[src/rtl/tagdir_pkg.sv]
package tagdir_pkg;
  typedef enum logic [1:0] {
    OP_IDLE   = 2'd0,
    OP_ACCESS = 2'd1,
    OP_FLUSH  = 2'd2,
    OP_INVAL  = 2'd3
  } tagdir_op_e;
endpackage

[src/rtl/tagdir_array.sv]
module tagdir_array
  import tagdir_pkg::*;
#(
  parameter int SETS  = 4,
  parameter int WAYS  = 4,
  parameter int TAG_W = 8,
  localparam int SET_W = $clog2(SETS),
  localparam int WAY_W = $clog2(WAYS)
) (
  input  logic                        clk,
  input  logic                        rst_n,
  input  tagdir_op_e                  op,
  input  logic [SET_W-1:0]            wr_set,
  input  logic [WAY_W-1:0]            wr_way,
  input  logic                        wr_fill,
  input  logic                        wr_write,
  input  logic [TAG_W-1:0]            wr_tag,
  input  logic [SET_W-1:0]            rd_set,
  output logic [WAYS-1:0]             rd_valid,
  output logic [WAYS-1:0]             rd_dirty,
  output logic [WAYS-1:0][TAG_W-1:0]  rd_tag
);
  logic [SETS-1:0][WAYS-1:0]             valid_q, valid_d;
  logic [SETS-1:0][WAYS-1:0]             dirty_q, dirty_d;
  logic [SETS-1:0][WAYS-1:0][TAG_W-1:0]  tag_q, tag_d;

  always_comb begin
    valid_d = valid_q;
    dirty_d = dirty_q;
    tag_d   = tag_q;
    unique case (op)
      OP_INVAL: valid_d = '0;
      OP_FLUSH: dirty_d = '0;
      OP_ACCESS: begin
        if (wr_fill) begin
          tag_d[wr_set][wr_way]   = wr_tag;
          valid_d[wr_set][wr_way] = 1'b1;
          dirty_d[wr_set][wr_way] = wr_write;
        end else if (wr_write) begin
          dirty_d[wr_set][wr_way] = 1'b1;
        end
      end
      default: ;
    endcase
  end

  always_ff @(posedge clk or negedge rst_n) begin
    if (!rst_n) begin
      valid_q <= '0;
      dirty_q <= '0;
      tag_q   <= '0;
    end else if (op != OP_IDLE) begin
      valid_q <= valid_d;
      dirty_q <= dirty_d;
      tag_q   <= tag_d;
    end
  end

  assign rd_valid = valid_q[rd_set];
  assign rd_dirty = dirty_q[rd_set];
  assign rd_tag   = tag_q[rd_set];
endmodule

[src/rtl/tagdir_lookup.sv]
module tagdir_lookup #(
  parameter int WAYS  = 4,
  parameter int TAG_W = 8,
  localparam int WAY_W = $clog2(WAYS)
) (
  input  logic [WAYS-1:0]             way_valid,
  input  logic [WAYS-1:0]             way_dirty,
  input  logic [WAYS-1:0][TAG_W-1:0]  way_tag,
  input  logic [TAG_W-1:0]            req_tag,
  input  logic [WAY_W-1:0]            victim_way,
  output logic                        hit,
  output logic                        fill,
  output logic                        evict,
  output logic                        sel_dirty,
  output logic [WAY_W-1:0]            sel_way
);
  logic [WAYS-1:0]  match;
  logic [WAY_W-1:0] hit_way;
  logic [WAY_W-1:0] free_way;
  logic             all_valid;

  for (genvar w = 0; w < WAYS; w++) begin : g_cmp
    assign match[w] = way_valid[w] && (way_tag[w] == req_tag);
  end

  always_comb begin
    hit_way  = '0;
    free_way = '0;
    for (int w = WAYS - 1; w >= 0; w--) begin
      if (match[w])      hit_way  = WAY_W'(w);
      if (!way_valid[w]) free_way = WAY_W'(w);
    end
  end

  assign all_valid = &way_valid;
  assign hit       = |match;
  assign fill      = !hit;
  assign evict     = !hit && all_valid;
  assign sel_way   = hit ? hit_way : (all_valid ? victim_way : free_way);
  assign sel_dirty = way_valid[sel_way] && way_dirty[sel_way];
endmodule

[src/rtl/tagdir_top.sv]
module tagdir_top
  import tagdir_pkg::*;
#(
  parameter int ADDR_W = 16,
  parameter int TAG_W  = 8,
  parameter int SETS   = 4,
  parameter int WAYS   = 4,
  localparam int SET_W = $clog2(SETS),
  localparam int WAY_W = $clog2(WAYS),
  localparam int OFF_W = ADDR_W - TAG_W - SET_W
) (
  input  logic              clk,
  input  logic              rst_n,
  input  logic              req_valid,
  input  logic              req_write,
  input  logic [ADDR_W-1:0] req_addr,
  input  logic              flush,
  input  logic              invalidate,
  output logic [SET_W-1:0]  repl_set,
  input  logic [WAY_W-1:0]  victim_way,
  output logic              resp_valid,
  output logic              resp_hit,
  output logic              resp_evict,
  output logic              resp_dirty,
  output logic [WAY_W-1:0]  resp_way,
  output logic              touch_valid,
  output logic [SET_W-1:0]  touch_set,
  output logic [WAY_W-1:0]  touch_way
);
  tagdir_op_e               op;
  logic [SET_W-1:0]         req_set;
  logic [TAG_W-1:0]         req_tag;
  logic [WAYS-1:0]          way_valid, way_dirty;
  logic [WAYS-1:0][TAG_W-1:0] way_tag;
  logic                     lk_hit, lk_fill, lk_evict, lk_dirty;
  logic [WAY_W-1:0]         lk_way;

  logic                     rv_q, rv_d;
  logic                     rh_q, rh_d, re_q, re_d, rd_q, rd_d;
  logic [WAY_W-1:0]         rw_q, rw_d;
  logic [SET_W-1:0]         rs_q, rs_d;

  assign req_set  = req_addr[OFF_W +: SET_W];
  assign req_tag  = req_addr[ADDR_W-1 -: TAG_W];
  assign repl_set = req_set;

  always_comb begin
    if (invalidate)     op = OP_INVAL;
    else if (flush)     op = OP_FLUSH;
    else if (req_valid) op = OP_ACCESS;
    else                op = OP_IDLE;
  end

  tagdir_array #(.SETS(SETS), .WAYS(WAYS), .TAG_W(TAG_W)) u_array (
    .clk      (clk),
    .rst_n    (rst_n),
    .op       (op),
    .wr_set   (req_set),
    .wr_way   (lk_way),
    .wr_fill  (lk_fill),
    .wr_write (req_write),
    .wr_tag   (req_tag),
    .rd_set   (req_set),
    .rd_valid (way_valid),
    .rd_dirty (way_dirty),
    .rd_tag   (way_tag)
  );

  tagdir_lookup #(.WAYS(WAYS), .TAG_W(TAG_W)) u_lookup (
    .way_valid  (way_valid),
    .way_dirty  (way_dirty),
    .way_tag    (way_tag),
    .req_tag    (req_tag),
    .victim_way (victim_way),
    .hit        (lk_hit),
    .fill       (lk_fill),
    .evict      (lk_evict),
    .sel_dirty  (lk_dirty),
    .sel_way    (lk_way)
  );

  always_comb begin
    rv_d = (op == OP_ACCESS);
    rh_d = rh_q;
    re_d = re_q;
    rd_d = rd_q;
    rw_d = rw_q;
    rs_d = rs_q;
    if (rv_d) begin
      rh_d = lk_hit;
      re_d = lk_evict;
      rd_d = lk_dirty;
      rw_d = lk_way;
      rs_d = req_set;
    end
  end

  always_ff @(posedge clk or negedge rst_n) begin
    if (!rst_n) begin
      rv_q <= 1'b0;
      rh_q <= 1'b0;
      re_q <= 1'b0;
      rd_q <= 1'b0;
      rw_q <= '0;
      rs_q <= '0;
    end else begin
      rv_q <= rv_d;
      if (rv_d) begin
        rh_q <= rh_d;
        re_q <= re_d;
        rd_q <= rd_d;
        rw_q <= rw_d;
        rs_q <= rs_d;
      end
    end
  end

  assign resp_valid  = rv_q;
  assign resp_hit    = rh_q;
  assign resp_evict  = re_q;
  assign resp_dirty  = rd_q;
  assign resp_way    = rw_q;
  assign touch_valid = rv_q;
  assign touch_set   = rs_q;
  assign touch_way   = rw_q;
endmodule

[config.mk]
export PLATFORM = sky130hd
export DESIGN_NAME = tagdir_top
export DESIGN_NICKNAME = d
export VERILOG_FILES = /design/src/rtl/tagdir_pkg.sv /design/src/rtl/tagdir_array.sv /design/src/rtl/tagdir_lookup.sv /design/src/rtl/tagdir_top.sv
export SDC_FILE = /design/constraint.sdc
export NUM_CORES = 1
export LEC_CHECK = 0
export BUFFER_PORTS_ARGS = -buffer_cell sky130_fd_sc_hd__buf_2
export CORE_UTILIZATION = 45
export DETAILED_ROUTE_END_ITERATION = 10
export MAX_ROUTING_LAYER = met4
export PLACE_DENSITY_LB_ADDON = 0.2
export SYNTH_ARGS = -nofsm -noshare
export SYNTH_HDL_FRONTEND = slang
export SYNTH_SLANG_ARGS = --single-unit
[constraint.sdc]
create_clock -name clk -period 7.8 [get_ports clk]
set_clock_uncertainty 0.15 [all_clocks]
set_input_delay 0.78 -clock clk [delete_from_list [all_inputs] [get_ports clk]]
set_output_delay 0.78 -clock clk [all_outputs]
set_load 0.01 [all_outputs]
==> results.sh, run 1 <==
export IMPL_status="finished, violations left"
export IMPL_violations="design-rule violations"
export IMPL_cts_hold_buffers=0
export IMPL_grt_max_degree=90
export IMPL_fmax_ghz=0.1974
export IMPL_clock_sinks=168
export IMPL_place_congestion=0.8731
export IMPL_syn_to_final_growth_pct=10.21
export IMPL_final_design_area_no_fill_um2=9303
export IMPL_fin_setup_tns_ns=0
export IMPL_cts_made_buffers=17
export IMPL_clk_latency_ns=0.43
export IMPL_finalCritPeriodShare=0.6494
export IMPL_cts_tree="done"
export IMPL_die_area_um2=19310
export IMPL_ys_warnings_count=0
export IMPL_cp_required_ns=7.96
export IMPL_cts_max_level=4
export IMPL_routed_wl_um=18220
export IMPL_crit_path_end_kind="register"
export IMPL_start_util=0.4651
export IMPL_die_height_um=139.0
export IMPL_cts_resized=0
export IMPL_antenna_found_initial=0
export IMPL_ys_seq_area_frac=0.4981
export IMPL_synth_area_leader_cell="dfrtp_1"
export IMPL_diodes=0
export IMPL_root_buffer="clkbuf_16"
export IMPL_grt_setup_unrepaired="no"
export IMPL_synthesis_area_um2=8441
export IMPL_nFillCells=1535
export IMPL_yosysUniqueCellTypes=47
export IMPL_synthTopCellsByArea="dfrtp_1, mux2_2, mux4_2, xnor2_1, mux2i_1"
export IMPL_io_pins=37
export IMPL_final_util=0.5126
export IMPL_coreArea_um2=18150
export IMPL_worstSetupPathType="primary input to register"
export IMPL_synth_edf_count=0
export IMPL_max_slew_margin=0.2356
export IMPL_drc=4
export IMPL_place_ws_ns=2.303
export IMPL_netlist_instances=661
export IMPL_drt_iter0_drc=361
export IMPL_critPathLaunchType="primary input"
export IMPL_hold_viol_final=0
export IMPL_netSwitchingPower_mw=0.4830
export IMPL_clock_path_buffers=2
export IMPL_drive_above_1_share=0.3589
export IMPL_ys_flop_type="dfrtp_1"
export IMPL_finalNetCount=688
export IMPL_postCtsSetupBuffers=0
export IMPL_first_global_vias=5670
export IMPL_synth_seq_cells=168
export IMPL_slew_viol_final=0
export IMPL_finish_cell_count_without_fillers=906
export IMPL_avgRoutedWirePerCell_um=20.11
export IMPL_crit_arrival_ns=5.22
export IMPL_p_seq_frac=0.470
export IMPL_setup_violations=0
export IMPL_placed_area_um2=8693
export IMPL_io_buffers=30
export IMPL_async_reset_ff_frac=1.000
export IMPL_p_int_mw=1.547
export IMPL_ir_drop_mv=0.1318
export IMPL_avgViaCountPerCell=5.873
export IMPL_timing_final_ws_setup_ns=2.734
export IMPL_cap_viol_max_count=0
export IMPL_leakagePower_nw=4.400
export IMPL_multi_input_area_um2=3964
export IMPL_period_needed_ns=5.066
export IMPL_power_density_nw_per_um2=218.2
export IMPL_postRouteAntennaNets=0
export IMPL_place_inst=874
export IMPL_pwr_share_clk=0.426
export IMPL_combPwrFrac=0.105
export IMPL_grt_total_usage=0.2097
export IMPL_firstDrtPassIters=10
export IMPL_seqCellArea_um2=4204
export IMPL_rows=49
export IMPL_vias=5321
export IMPL_fp_dieW_um=139.0
export IMPL_grt_first_pass_wirelength_um=30110
export IMPL_synth_top_area_frac=0.4981
export IMPL_syn_avg_cell_area_um2=12.77
export IMPL_path_max_fanout=40
export IMPL_holdCritPathClass="primary input to asynchronous set/reset pin"
export IMPL_grt_ovfl_total=0
export IMPL_power_share_switching=0.2379
export IMPL_synth_nets=685
export IMPL_worst_pin_slew_ns=1.147
export IMPL_path_clk_slew_ns=0.06
export IMPL_dpl_hpwl_um=11870
## per-stage QoR
step | hold WS (ns) | power (mW)
CTS | 0.2947 | 2.048
global placement | 0.3060 | 1.174
global route | 0.3124 | 2.108
finish | 0.2677 | 2.030
floorplan | 0.2950 | 1.120
detailed placement | 0.3160 | 1.184
## power by group through the flow
stage / sequential, mW / combinational [mW] / clock, mW
floorplan: 0.962 / 0.158 / 0
global placement: 0.965 / 0.209 / 0
detailed placement: 0.969 / 0.215 / 0
CTS: 0.953 / 0.216 / 0.879
global route: 0.959 / 0.234 / 0.915
finish: 0.953 / 0.212 / 0.865
## layout by cell type, fill, tap and decap left out, types with 3 or more instances in the layout
master     synthesis  layout
a32o_1             3       3
mux2_4             8       8
nand2b_1           7       7
mux2_2           123     123
nor3_1             7       7
o211a_1            3       3
nand3_1           17      17
a31o_2             6       6
inv_1              8       8
clkbuf_8           0       5
dfrtp_1          168     168
buf_4              8       7
o21ai_0           10      10
a22o_1             7       7
a21oi_1           10      10
nor2_1            22      22
a22oi_1            5       5
clkbuf_16          0      17
buf_2             11      29
xnor2_1           30      30
nor3_4             3       3
a31oi_1            3       3
nand4_1            5       5
mux4_2            30      30
a21o_1            11      11
nor2b_1            4       4
nor2_2             3       3
nand2_1           51      51
and3_1             8       8
xor2_1             9       9
and2_1             3       3
mux2i_1           22      22
o21a_1             3       3
## routing by layer
layer	vias up	part of all wire	wire, um	global-route usage
li1	2384	-	-	-
met1	2757	0.47	8507	0.2673
met5	-	0	0	-
met3	29	0.051	935	0.05559
met2	151	0.46	8467	0.3227
met4	0	0.017	310	0.07485
## area by class of cell
class | count | share of cell area
clock inverters | 9 | 0.01197
inverters | 8 | 0.003228
flip-flops and latches | 168 | 0.4519
multi-input cells | 432 | 0.4261
clock buffers | 23 | 0.05353
well taps | 229 | 0.03080
repair buffers | 37 | 0.02246
## sequential cells by signal, summed over array words and instances (netlist names)
register / count
u_array.valid_q: 16
resp_valid: 1
resp_way: 2
u_array.dirty_q: 16
u_array.tag_q: 128
resp_dirty: 1
resp_hit: 1
touch_set: 2
resp_evict: 1
## path summary, 6_finish.rpt
check / from / end / slack (ns) / depth (start not counted)
hold reg to reg: resp_evict / resp_evict / 0.32 / 2
hold / removal: rst_n / u_array.tag_q[63] / 0.27 / 1
max in group asynchronous: rst_n / u_array.tag_q[83] / 5.72 / 2
setup / recovery: req_addr[7] / u_array.tag_q[5] / 2.73 / 11
setup reg to reg: u_array.tag_q[116] / u_array.tag_q[5] / 3.85 / 9
min in group clk: resp_evict / resp_evict / 0.32 / 2
## cell usage after synthesis (all sizes together), types with 2 or more instances
| master | instances |
|---|---|
| a2111o | 2 |
| a211o | 2 |
| a21o | 11 |
| a21oi | 10 |
| a22o | 7 |
| a22oi | 5 |
| a31o | 6 |
| a31oi | 3 |
| a32o | 3 |
| and2 | 3 |
| and3 | 8 |
| buf | 22 |
| clkbuf | 31 |
| dfrtp | 168 |
| inv | 8 |
| mux2 | 131 |
| mux2i | 22 |
| mux4 | 30 |
| nand2 | 51 |
| nand2b | 7 |
| nand3 | 17 |
| nand4 | 5 |
| nor2 | 25 |
| nor2b | 4 |
| nor3 | 10 |
| o211a | 3 |
| o211ai | 2 |
| o21a | 3 |
| o21ai | 11 |
| o31ai | 2 |
| or2 | 2 |
| or3 | 2 |
| xnor2 | 30 |
| xor2 | 9 |
## cells by family (layout without fill, tap and decap cells)
| logic type | count (synthesis) | after routing | share of synthesized area |
|---|---|---|---|
| buffers and inverters | 61 | 77 | 0.03232 |
| and+or+nand+nor | 134 | 134 | 0.07768 |
| AOI/OAI and AO/OA | 76 | 76 | 0.06700 |
| xor gates and xnor gates | 39 | 39 | 0.04047 |
| muxes | 183 | 183 | 0.2845 |
| DFF | 168 | 168 | 0.4981 |
## worst max-delay path: stages
cell     delay [ns]
buf_2          0.81
buf_4          0.48
mux2i_1        0.29
xnor2_1        0.10
or3_1          0.32
a211o_1        0.38
and2_1         0.27
o21a_1         0.23
nor2_1         0.59
and3_1         0.57
mux2_2         0.39
No activity file was read; power rests on OpenSTA's default activity.
==> run 2, diff against run 1 <==
==> constraint.sdc (replaced) <==
create_clock -name clk -period 5.1 [get_ports clk]
set_clock_uncertainty 0.15 [all_clocks]
set_input_delay 0.51 -clock clk [delete_from_list [all_inputs] [get_ports clk]]
set_output_delay 0.51 -clock clk [all_outputs]
set_load 0.01 [all_outputs]
==> run 2 against run 1 <==
  * The flow still finishes with violations (design-rule violations)
  * Critical path depth shrank 2
  * Design area grew 0.81%
  * Worst hold slack gained 0.027 ns
  * Sequential share of layout area shrank 0.36 points
  * Register-to-register slack lost 2.7 ns
  * Clock power grew 47%
  * Final cell count grew 1.3%
  * Sequential power grew 53%
  * Die area is the same
  * Combinational power grew 57%
  * Via count grew 1.1%
==> results.sh, run 2 (synthesized netlist as in run 1, its figures left out) <==
export IMPL_reg2reg_slack_ns=1.13
export IMPL_grt_ovfl_total=0
export IMPL_period_needed_ns=4.548
export IMPL_ir_drop_mv=0.2045
export IMPL_largest_register_ffs=128
export IMPL_worstHoldStart="invalidate"
export IMPL_diodes=0
export IMPL_clk_latency_ns=0.44
export IMPL_setup_violations=0
export IMPL_mostFrequentLayoutCells="dfrtp_1, mux2_2, nand2_1"
export IMPL_crit_path_end_kind="register"
export IMPL_power_density_nw_per_um2=326.2
export IMPL_top_register="u_array.tag_q"
export IMPL_grt_setup_unrepaired="no"
export IMPL_hold_viol_final=0
export IMPL_firstDrtPassIters=10
export IMPL_cts_resized=0
export IMPL_avgViaCountPerCell=5.862
export IMPL_cts_tree="done"
export IMPL_reg_top3="u_array.tag_q: 128 flops, u_array.dirty_q: 16 flops, u_array.valid_q: 16 flops"
export IMPL_first_global_vias=5589
export IMPL_clock_sinks=168
export IMPL_postCtsSetupBuffers=0
export IMPL_rr_startpoint="u_array.tag_q[116]"
export IMPL_drive_above_1_share=0.3687
export IMPL_holdPathStages=2
export IMPL_crit_slowest_cell="o31ai_1"
export IMPL_fmax_ghz=0.2199
export IMPL_finalCritPeriodShare=0.8918
export IMPL_crit_arrival_ns=4.71
export IMPL_final_util=0.5168
export IMPL_dpl_hpwl_um=12490
export IMPL_grt_max_degree=76
export IMPL_fp_dieW_um=139.0
export IMPL_worst_pin_slew_ns=0.9630
export IMPL_final_common_cell="dfrtp_1"
export IMPL_grt_total_usage=0.2127
export IMPL_antenna_found_initial=0
export IMPL_die_area_um2=19310
export IMPL_io_buffers=30
export IMPL_rr_worst_depth=8
export IMPL_timing_final_ws_setup_ns=0.5517
export IMPL_path_clk_slew_ns=0.06
export IMPL_cap_viol_max_count=0
export IMPL_coreArea_um2=18150
export IMPL_drt_iter0_drc=277
export IMPL_io_pins=37
export IMPL_rows=49
export IMPL_syn_to_final_growth_pct=11.10
export IMPL_vias=5381
export IMPL_path_max_fanout=22
export IMPL_postRouteAntennaNets=0
export IMPL_cts_made_buffers=17
export IMPL_path_cells="buf_2 > buf_4 > mux4_2 > nand4_1 > a2111o_1 > o21ai_0 > o31ai_1 > nand3_1 > mux2_2"
export IMPL_critPathLaunchType="primary input"
export IMPL_slew_viol_final=0
export IMPL_finalNetCount=700
export IMPL_root_buffer="clkbuf_16"
export IMPL_worstSetupPathType="primary input to register"
export IMPL_fin_setup_tns_ns=0
export IMPL_cp_required_ns=5.26
export IMPL_cts_max_level=4
export IMPL_holdCritPathClass="primary input to register"
export IMPL_slowest_delay_ns=0.88
export IMPL_drc=4
export IMPL_violations="design-rule violations"
export IMPL_routed_wl_um=18510
export IMPL_place_ws_ns=0.1361
export IMPL_status="finished, violations left"
export IMPL_start_util=0.4651
export IMPL_place_congestion=0.8459
export IMPL_hold_end="u_array.valid_q[8]"
export IMPL_clock_path_buffers=2
export IMPL_grt_first_pass_wirelength_um=30410
export IMPL_max_slew_margin=0.3525
export IMPL_die_height_um=139.0
export IMPL_leakagePower_nw=4.437
export IMPL_rr_endpoint="u_array.tag_q[76]"
export IMPL_avgRoutedWirePerCell_um=20.16
## run 2: changes by cell type in the layout (fill, tap and decap cells not counted)
| cell | delta |
|---|---|
| inv_8 | +1 |
| clkinv_2 | +1 |
| clkbuf_8 | -5 |
| dlygate4sd3_1 | +1 |
| buf_4 | +10 |
| buf_12 | +1 |
| clkinvlp_4 | +3 |
## run 2: timing repair
item                                    CTS  global route
endpoints found under the setup margin    0             0
hold endpoints to repair                 73             0
hold buffers                              1             0
## run 2: worst max path at each step
| stage | startpoint | to | slack, ns | depth (start not counted) |
|---|---|---|---|---|
| after global placement | req_addr[6] | u_array.tag_q[78] | 0.24 | 9 |
| after CTS | req_addr[6] | u_array.tag_q[76] | 0.59 | 9 |
| after detailed placement | req_addr[6] | u_array.tag_q[72] | 0.14 | 9 |
| after global routing | req_addr[6] | u_array.tag_q[76] | 0.24 | 9 |
| final | req_addr[6] | u_array.tag_q[76] | 0.55 | 9 |
| after floorplan | req_addr[6] | u_array.tag_q[32] | 1.47 | 13 |
## run 2: per-layer routing
metal,global-route usage,vias to the layer above,part of all wire
met5,-,-,0
met4,0.07076,0,0.014
met3,0.04316,20,0.036
met2,0.3251,121,0.47
met1,0.2842,2826,0.48
li1,-,2414,-
## run 2: worst max-delay path, delay by kind of cell
family          cells  cell delay [ns]
simple gates        2             0.79
compound gates      3             1.39
mux                 2             1.10
buf+inv             2             0.90
## run 2: layout make-up
cell class                 instances  area [um^2]
fill                            1561         8770
sequential                       168         4204
multi-input combinational        432         3964
clock buffer                      18        429.2
timing repair buffer              49        314.1
tap                              229        286.5
clock inverter                    14        150.1
inverter                           8        30.03
## run 2: power breakdown
part | switching, mW | internal (mW) | leakage [nW] | total (mW)
combinational | 0.167 | 0.166 | 1.88 | 0.333
sequential | 0.0402 | 1.42 | 2.28 | 1.46
clock | 0.546 | 0.724 | 0.271 | 1.27
total | 0.753 | 2.31 | 4.44 | 3.06
## run 2: metrics by stage
| step | total power, mW | area (um^2) | hold slack, ns | std cells |
|---|---|---|---|---|
| finish | 3.059 | 9378 | 0.2943 | 918 |
| global route | 3.183 | 9378 | 0.2762 | 918 |
| CTS | 3.094 | 9378 | 0.2736 | 918 |
| detailed placement | 1.816 | 8788 | 0.3147 | 885 |
| global placement | 1.804 | 8788 | 0.3046 | 885 |
| floorplan | 1.712 | 8441 | 0.06441 | 661 |
